File: src/rtl/gpio_rmw_pkg.sv
package gpio_rmw_pkg;

   localparam int ADDR_W = 2;

   localparam logic [ADDR_W-1:0] ADR_DIR  = 2'd0;
   localparam logic [ADDR_W-1:0] ADR_DATA = 2'd1;
   localparam logic [ADDR_W-1:0] ADR_BSET = 2'd2;
   localparam logic [ADDR_W-1:0] ADR_BCLR = 2'd3;

   typedef enum logic [1:0] {
      ST_IDLE,
      ST_READ,
      ST_MODIFY,
      ST_WRITE
   } bitop_state_e;

endpackage

File: src/rtl/gpio_in_sync.sv
module gpio_in_sync #(
   parameter int W      = 8,
   parameter int STAGES = 2
) (
   input  logic         clk,
   input  logic         rst_n,
   input  logic [W-1:0] async_in,
   output logic [W-1:0] sync_out
);

   localparam int LAST = STAGES - 1;

   if (STAGES < 2) begin : g_bad_stages
      $error("gpio_in_sync: STAGES must be at least 2");
   end
   if (W < 1) begin : g_bad_width
      $error("gpio_in_sync: W must be positive");
   end

   logic [W-1:0] stage_q [STAGES];

   for (genvar s = 0; s < STAGES; s++) begin : g_stage
      if (s == 0) begin : g_first
         always_ff @(posedge clk or negedge rst_n) begin
            if (!rst_n) stage_q[s] <= '0;
            else        stage_q[s] <= async_in;
         end
      end else begin : g_next
         always_ff @(posedge clk or negedge rst_n) begin
            if (!rst_n) stage_q[s] <= '0;
            else        stage_q[s] <= stage_q[s-1];
         end
      end
   end

   assign sync_out = stage_q[LAST];

endmodule

File: src/rtl/gpio_port_regs.sv
module gpio_port_regs #(
   parameter int           W       = 8,
   parameter logic [W-1:0] DIR_RST = '0,
   parameter logic [W-1:0] LAT_RST = '0
) (
   input  logic         clk,
   input  logic         rst_n,
   input  logic         dir_we,
   input  logic [W-1:0] dir_wd,
   input  logic         bus_lat_we,
   input  logic [W-1:0] bus_lat_wd,
   input  logic         eng_lat_we,
   input  logic [W-1:0] eng_lat_wd,
   input  logic [W-1:0] pin_sync,
   output logic [W-1:0] dir_q,
   output logic [W-1:0] lat_q,
   output logic [W-1:0] port_view
);

   always_ff @(posedge clk or negedge rst_n) begin
      if (!rst_n)      dir_q <= DIR_RST;
      else if (dir_we) dir_q <= dir_wd;
   end

   always_ff @(posedge clk or negedge rst_n) begin
      if (!rst_n)          lat_q <= LAT_RST;
      else if (eng_lat_we) lat_q <= eng_lat_wd;
      else if (bus_lat_we) lat_q <= bus_lat_wd;
   end

   // per-pin view: output pins show the latch, input pins the pad
   for (genvar b = 0; b < W; b++) begin : g_view
      assign port_view[b] = dir_q[b] ? lat_q[b] : pin_sync[b];
   end


   lat_write_excl_chk: assert property (@(posedge clk) disable iff (!rst_n)
      !(eng_lat_we && bus_lat_we));


   dir_hold_chk: assert property (@(posedge clk) disable iff (!rst_n)
      !dir_we |=> $stable(dir_q));

endmodule

File: src/rtl/gpio_bitop_engine.sv
module gpio_bitop_engine
   import gpio_rmw_pkg::*;
#(
   parameter int W     = 8,
   parameter int IDX_W = 3
) (
   input  logic             clk,
   input  logic             rst_n,
   input  logic             start,
   input  logic             start_set,
   input  logic [IDX_W-1:0] start_idx,
   input  logic [W-1:0]     port_view,
   output logic             busy,
   output logic             lat_we,
   output logic [W-1:0]     lat_wd,
   output logic [IDX_W-1:0] cur_idx,
   output logic             cur_set
);

   bitop_state_e state_q;
   logic [W-1:0] snap_q;
   logic [W-1:0] res_q;
   logic [W-1:0] modified;

   for (genvar b = 0; b < W; b++) begin : g_mod
      assign modified[b] = (cur_idx == IDX_W'(b)) ? cur_set : snap_q[b];
   end

   always_ff @(posedge clk or negedge rst_n) begin
      if (!rst_n) begin
         state_q <= ST_IDLE;
         snap_q  <= '0;
         res_q   <= '0;
         cur_idx <= '0;
         cur_set <= 1'b0;
      end else begin
         unique case (state_q)
            ST_IDLE: if (start) begin
               cur_idx <= start_idx;
               cur_set <= start_set;
               state_q <= ST_READ;
            end
            ST_READ: begin
               snap_q  <= port_view;
               state_q <= ST_MODIFY;
            end
            ST_MODIFY: begin
               res_q   <= modified;
               state_q <= ST_WRITE;
            end
            ST_WRITE: state_q <= ST_IDLE;
            default:  state_q <= ST_IDLE;
         endcase
      end
   end

   assign busy   = (state_q != ST_IDLE);
   assign lat_we = (state_q == ST_WRITE);
   assign lat_wd = res_q;


   start_idle_only_chk: assert property (@(posedge clk) disable iff (!rst_n)
      busy |-> !start);


   seq_read_chk: assert property (@(posedge clk) disable iff (!rst_n)
      (state_q == ST_READ) |=> (state_q == ST_MODIFY));


   seq_modify_chk: assert property (@(posedge clk) disable iff (!rst_n)
      (state_q == ST_MODIFY) |=> (state_q == ST_WRITE));


   seq_write_chk: assert property (@(posedge clk) disable iff (!rst_n)
      (state_q == ST_WRITE) |=> !busy);


   snap_capture_chk: assert property (@(posedge clk) disable iff (!rst_n)
      (state_q == ST_READ) |=> (snap_q == $past(port_view)));

endmodule

File: src/rtl/gpio_rmw_port.sv
module gpio_rmw_port
   import gpio_rmw_pkg::*;
#(
   parameter int WIDTH       = 8,
   parameter int SYNC_STAGES = 2
) (
   input  logic              clk,
   input  logic              rst_n,
   input  logic              req_valid,
   input  logic              req_write,
   input  logic [ADDR_W-1:0] req_addr,
   input  logic [WIDTH-1:0]  req_wdata,
   output logic              req_ready,
   output logic              rd_valid,
   output logic [WIDTH-1:0]  rd_data,
   input  logic [WIDTH-1:0]  pad_in,
   output logic [WIDTH-1:0]  pad_out,
   output logic [WIDTH-1:0]  pad_oe,
   output logic              busy
);

   localparam int IDX_W = (WIDTH > 1) ? $clog2(WIDTH) : 1;

   if ((1 << IDX_W) != WIDTH) begin : g_bad_width
      $error("gpio_rmw_port: WIDTH must be a power of two, at least 2");
   end

   logic             accept, wr_acc, rd_acc;
   logic             dir_we, bus_lat_we, start, start_set;
   logic [WIDTH-1:0] pin_sync, dir_q, lat_q, port_view;
   logic             eng_we, cur_set;
   logic [WIDTH-1:0] eng_wd;
   logic [IDX_W-1:0] cur_idx;
   logic [WIDTH-1:0] rd_mux;

   assign req_ready  = !busy;
   assign accept     = req_valid && req_ready;
   assign wr_acc     = accept && req_write;
   assign rd_acc     = accept && !req_write;
   assign dir_we     = wr_acc && (req_addr == ADR_DIR);
   assign bus_lat_we = wr_acc && (req_addr == ADR_DATA);
   assign start      = wr_acc && ((req_addr == ADR_BSET) || (req_addr == ADR_BCLR));
   assign start_set  = (req_addr == ADR_BSET);

   gpio_in_sync #(.W(WIDTH), .STAGES(SYNC_STAGES)) u_sync (
      .clk      (clk),
      .rst_n    (rst_n),
      .async_in (pad_in),
      .sync_out (pin_sync)
   );

   gpio_port_regs #(.W(WIDTH)) u_regs (
      .clk        (clk),
      .rst_n      (rst_n),
      .dir_we     (dir_we),
      .dir_wd     (req_wdata),
      .bus_lat_we (bus_lat_we),
      .bus_lat_wd (req_wdata),
      .eng_lat_we (eng_we),
      .eng_lat_wd (eng_wd),
      .pin_sync   (pin_sync),
      .dir_q      (dir_q),
      .lat_q      (lat_q),
      .port_view  (port_view)
   );

   gpio_bitop_engine #(.W(WIDTH), .IDX_W(IDX_W)) u_engine (
      .clk       (clk),
      .rst_n     (rst_n),
      .start     (start),
      .start_set (start_set),
      .start_idx (req_wdata[IDX_W-1:0]),
      .port_view (port_view),
      .busy      (busy),
      .lat_we    (eng_we),
      .lat_wd    (eng_wd),
      .cur_idx   (cur_idx),
      .cur_set   (cur_set)
   );

   always_comb begin
      unique case (req_addr)
         ADR_DIR:  rd_mux = dir_q;
         ADR_DATA: rd_mux = port_view;
         default:  rd_mux = '0;
      endcase
   end

   always_ff @(posedge clk or negedge rst_n) begin
      if (!rst_n) begin
         rd_valid <= 1'b0;
         rd_data  <= '0;
      end else begin
         rd_valid <= rd_acc;
         if (rd_acc) rd_data <= rd_mux;
      end
   end

   assign pad_out = lat_q;
   assign pad_oe  = dir_q;


   cmd_sets_busy_chk: assert property (@(posedge clk) disable iff (!rst_n)
      start |=> busy);


   oe_hold_chk: assert property (@(posedge clk) disable iff (!rst_n)
      !dir_we |=> $stable(pad_oe));


   bitop_result_chk: assert property (@(posedge clk) disable iff (!rst_n)
      eng_we |=> (pad_out[cur_idx] == cur_set));


   out_hold_chk: assert property (@(posedge clk) disable iff (!rst_n)
      (!eng_we && !bus_lat_we) |=> $stable(pad_out));

endmodule

File: config.mk
export PLATFORM = sky130hd
export DESIGN_NAME = gpio_rmw_port
export DESIGN_NICKNAME = d
export VERILOG_FILES = /design/src/rtl/gpio_rmw_pkg.sv /design/src/rtl/gpio_in_sync.sv /design/src/rtl/gpio_port_regs.sv /design/src/rtl/gpio_bitop_engine.sv /design/src/rtl/gpio_rmw_port.sv
export SDC_FILE = /design/constraint.sdc
export NUM_CORES = 1
export LEC_CHECK = 0
export ABC_AREA = 1
export BUFFER_PORTS_ARGS = -buffer_cell sky130_fd_sc_hd__buf_4
export CORE_MARGIN = 3
export CORE_UTILIZATION = 39
export DETAILED_ROUTE_END_ITERATION = 10
export HOLD_SLACK_MARGIN = 0.08
export MAX_ROUTING_LAYER = met4
export SLEW_MARGIN = 20
export SYNTH_ARGS = -nofsm -noshare
export SYNTH_HDL_FRONTEND = slang
export SYNTH_SLANG_ARGS = --single-unit
File: constraint.sdc
create_clock -name clk -period 1.6 [get_ports clk]
set_clock_uncertainty 0.2 [all_clocks]
set_input_delay 0.08 -clock clk [delete_from_list [all_inputs] [get_ports clk]]
set_output_delay 0.08 -clock clk [all_outputs]
set_load 0.1 [all_outputs]
==> results by group <==
Status
  – Status: finished, final reports clean

CTS
  – Worst skew pair latency: 0.34 ns
  – Reg clk slew, reported paths: 0.07 ns
  – Clock sinks: 63
  – Root buffer cell: clkbuf_8
  – CTS tree: built
  – CTS buffer count: 9
  – H-tree depth: 3
  – Clock Path Buffers: 2

Logic synthesis
  – Mapped Area: 2810 sq um
  – Yosys warnings: 0
  – Syn_area_per_cell: 8.48 sq um
  – Post-Syn Nets: 358
  – Yosys top cell area share: 56.2%
  – Post-Syn Instances: 331
  – Main area contributors after synthesis: dfrtp_1, nand2_1, nand3_1, inv_1, o21ai_2
  – Area leader, netlist: dfrtp_1
  – Yosys cell types: 19
  – Most used DFF post-synth: dfrtp_1
  – Register area share after synthesis: a little under three fifths
  – Synth Register Bits: 63
  – Post-synth EDFFs: 0
  – Asr flop ratio synth: between 90% and 100%

Placement
  – Detail Placement HPWL: 4840 um
  – Gpl congestion: just over 0.8
  – Placement Cell Area: between 3000 and 4000 sq um
  – DP Cell Count: 475
  – PortBufs: 48

Floorplan
  – Placeable Area: 6870 sq um
  – Starting density of the core: 40.9%
  – Boundary Pins: 49
  – Width of the die: 90.8 um
  – Die H: 90.8 um
  – Die Area: 8250 sq um
  – Rows: 30

STA
  – Post-layout min period: 1.58 ns
  – Endpoints failing hold: 0
  – Final setup vio count: 0
  – Final worst-path cycle share: 98.5%
  – Slew HR: 74.0%
  – RSZ-0062 raised after global routing: true
  – Least-Margin Pin Slew: 0.390 ns
  – Slew Viols, Final: 0
  – F_max: 0.634 GHz

Worst setup path
  – WP data required: 1.32 ns
  – Critical-path top delay cell: dfrtp_1
  – Crit path arrival time: 1.30 ns
  – Critical Path Sink Type: output port
  – Worst Path Max Fanout: 3
  – Crit Path Class: register to output port
  – Cell mode on critical path: inv_2
  – CP max stage delay: 0.38 ns
  – Critical path cell sequence: inv_2 -> ha_4 -> buf_6 -> inv_2 -> buf_12
  – CP Launch Type: register

Global route
  – First-pass GRT wire length: 11400 um
  – Global-route usage over all layers: 18.5%
  – Vias in the first global route: about 2.3k
  – Largest net degree at the start of global routing: 38
  – Overflow after GRT: 0
  – Initial antenna violation count: 0

Cells and area
  – Layout cells sized above 1: 28.5%
  – Area Overhead vs Synth: 39.1%
  – Antenna fix cells: 0
  – Final Non-Filler Cells: 521
  – Fin area: 3900 sq um
  – Final net count: 447

Routing
  – DRT antenna net count: 0
  – DR vias: 2390
  – Initial DRC Count: 175
  – Residual DRC count: 0
  – Via density: 4.59
  – DRT Pass-1 Iters: 5
  – DR WL/cell: 13.7 um
  – Routed WL: between 7000 and 8000 um

Run
  – Max-Cap Viols: 0

Worst hold path
  – Hold WC Path Type: register to register
==> cells in the final DEF, fill, tap and decap left out <==
| master | Yosys | final |
|---|---|---|
| buf_12 | 0 | 2 |
| buf_4 | 0 | 58 |
| buf_6 | 2 | 2 |
| buf_8 | 0 | 1 |
| bufinv_16 | 0 | 1 |
| clkbuf_8 | 0 | 9 |
| clkinv_2 | 0 | 2 |
| clkinv_4 | 0 | 1 |
| clkinvlp_4 | 0 | 2 |
| dfrtp_1 | 63 | 61 |
| dfrtp_2 | 0 | 2 |
| dlygate4sd3_1 | 0 | 22 |
| ha_1 | 5 | 3 |
| ha_2 | 0 | 1 |
| ha_4 | 0 | 1 |
| inv_1 | 29 | 26 |
| inv_2 | 7 | 10 |
| inv_6 | 0 | 1 |
| nand2_1 | 147 | 139 |
| nand2_2 | 3 | 9 |
| nand2_4 | 2 | 3 |
| nand2_8 | 0 | 3 |
| nand3_1 | 25 | 25 |
| nand4_1 | 5 | 5 |
| nor2_1 | 2 | 2 |
| nor2_4 | 3 | 4 |
| o21ai_0 | 8 | 6 |
| o21ai_1 | 13 | 15 |
| o21ai_2 | 8 | 8 |
| or2_2 | 1 | 1 |
==> worst paths after layout <==
kind	to	startpoint	slack, ns	cells past startpoint
setup / recovery	busy	u_engine.state_q[0]	0.02	5
hold / removal	u_sync.sync_out[5]	u_sync.stage_q[13]	0.15	0
setup reg to reg	u_regs.lat_q[0]	u_engine.state_q[0]	0.03	6
hold reg to reg	u_sync.sync_out[5]	u_sync.stage_q[13]	0.15	0
max in group asynchronous	u_engine.lat_wd[4]	rst_n	0.12	4
min in group asynchronous	rd_data[5]	rst_n	0.55	3
==> logic make-up (layout without fill, tap and decap cells) <==
| kind of cell | count (synthesis) | after routing | share of synthesized area [%] |
|---|---|---|---|
| DFF | 63 | 63 | 56.2 |
| buffers and inverters | 45 | 137 | 6.73 |
| and+or+nand+nor | 189 | 191 | 28.6 |
| adders and majority gates | 5 | 5 | 2.23 |
| AOI/OAI and AO/OA | 29 | 29 | 6.24 |
==> critical path: cells and delay by family (launching register included) <==
family	cells	cell delay (ns)
buffers and inverters	4	0.41
flip-flops	1	0.38
adder cells (fa/ha/maj)	1	0.17
==> what timing repair did <==
item	4_1_cts	5_1_grt
resized for setup	6	15
hold buffers	22	0
buffers inserted	3	3
endpoints found under the hold margin	102	0
cloned	0	2
setup endpoints to repair	5	46
pin swaps	0	6
==> stage by stage <==
stage | util, % | hold slack, ns | setup WS (ns) | setup TNS, ns
3_3_place_gp | 48.5 | -0.128 | 0.0208 | 0
4_1_cts | 55.2 | 0.153 | 0.00282 | 0
2_1_floorplan | - | -0.416 | -0.217 | -3.79
3_5_place_dp | 48.5 | -0.130 | -0.0148 | -0.0148
6_report | 56.8 | 0.150 | 0.0236 | 0
5_1_grt | 56.8 | 0.158 | -0.0289 | -0.162
==> layer usage <==
layer  up-vias  part of all wire (%)  GRT usage, %
li1       1216                     -             -
met1      1097                    47          25.1
met2        69                    46          27.4
met3         8                   5.0          4.50
met4         0                   1.2          6.41
met5         -                     0             -
==> flip-flops by register name (all words and copies together), names as in the netlist <==
| signal | cells |
|---|---|
| u_regs.lat_q | 8 |
| u_engine.cur_set | 1 |
| u_sync.stage_q | 8 |
| u_sync.sync_out | 8 |
| rd_valid | 1 |
| u_regs.dir_q | 8 |
| rd_data | 8 |
| u_engine.snap_q | 8 |
| u_engine.cur_idx | 3 |
| u_engine.lat_wd | 8 |
| u_engine.state_q | 2 |
==> cell usage after synthesis (4+ instances only) <==
| cell type | n |
|---|---|
| buf_2 | 4 |
| nand3_1 | 25 |
| ha_1 | 5 |
| nand2_1 | 147 |
| inv_2 | 7 |
| o21ai_0 | 8 |
| inv_1 | 29 |
| o21ai_2 | 8 |
| nand4_1 | 5 |
| dfrtp_1 | 63 |
| o21ai_1 | 13 |
==> final cells by class <==
class                      count  area [sq um]
tap                           96           120
clock buffer                   9           124
multi-input combinational    225          1140
sequential                    63          1580
inverter                      36           135
fill                         631          2970
timing repair buffer          85           733
clock inverter                 7          72.6
Power is not shown: default switching activity piles up to over one toggle a cycle in this logic, so the estimate is an artifact.
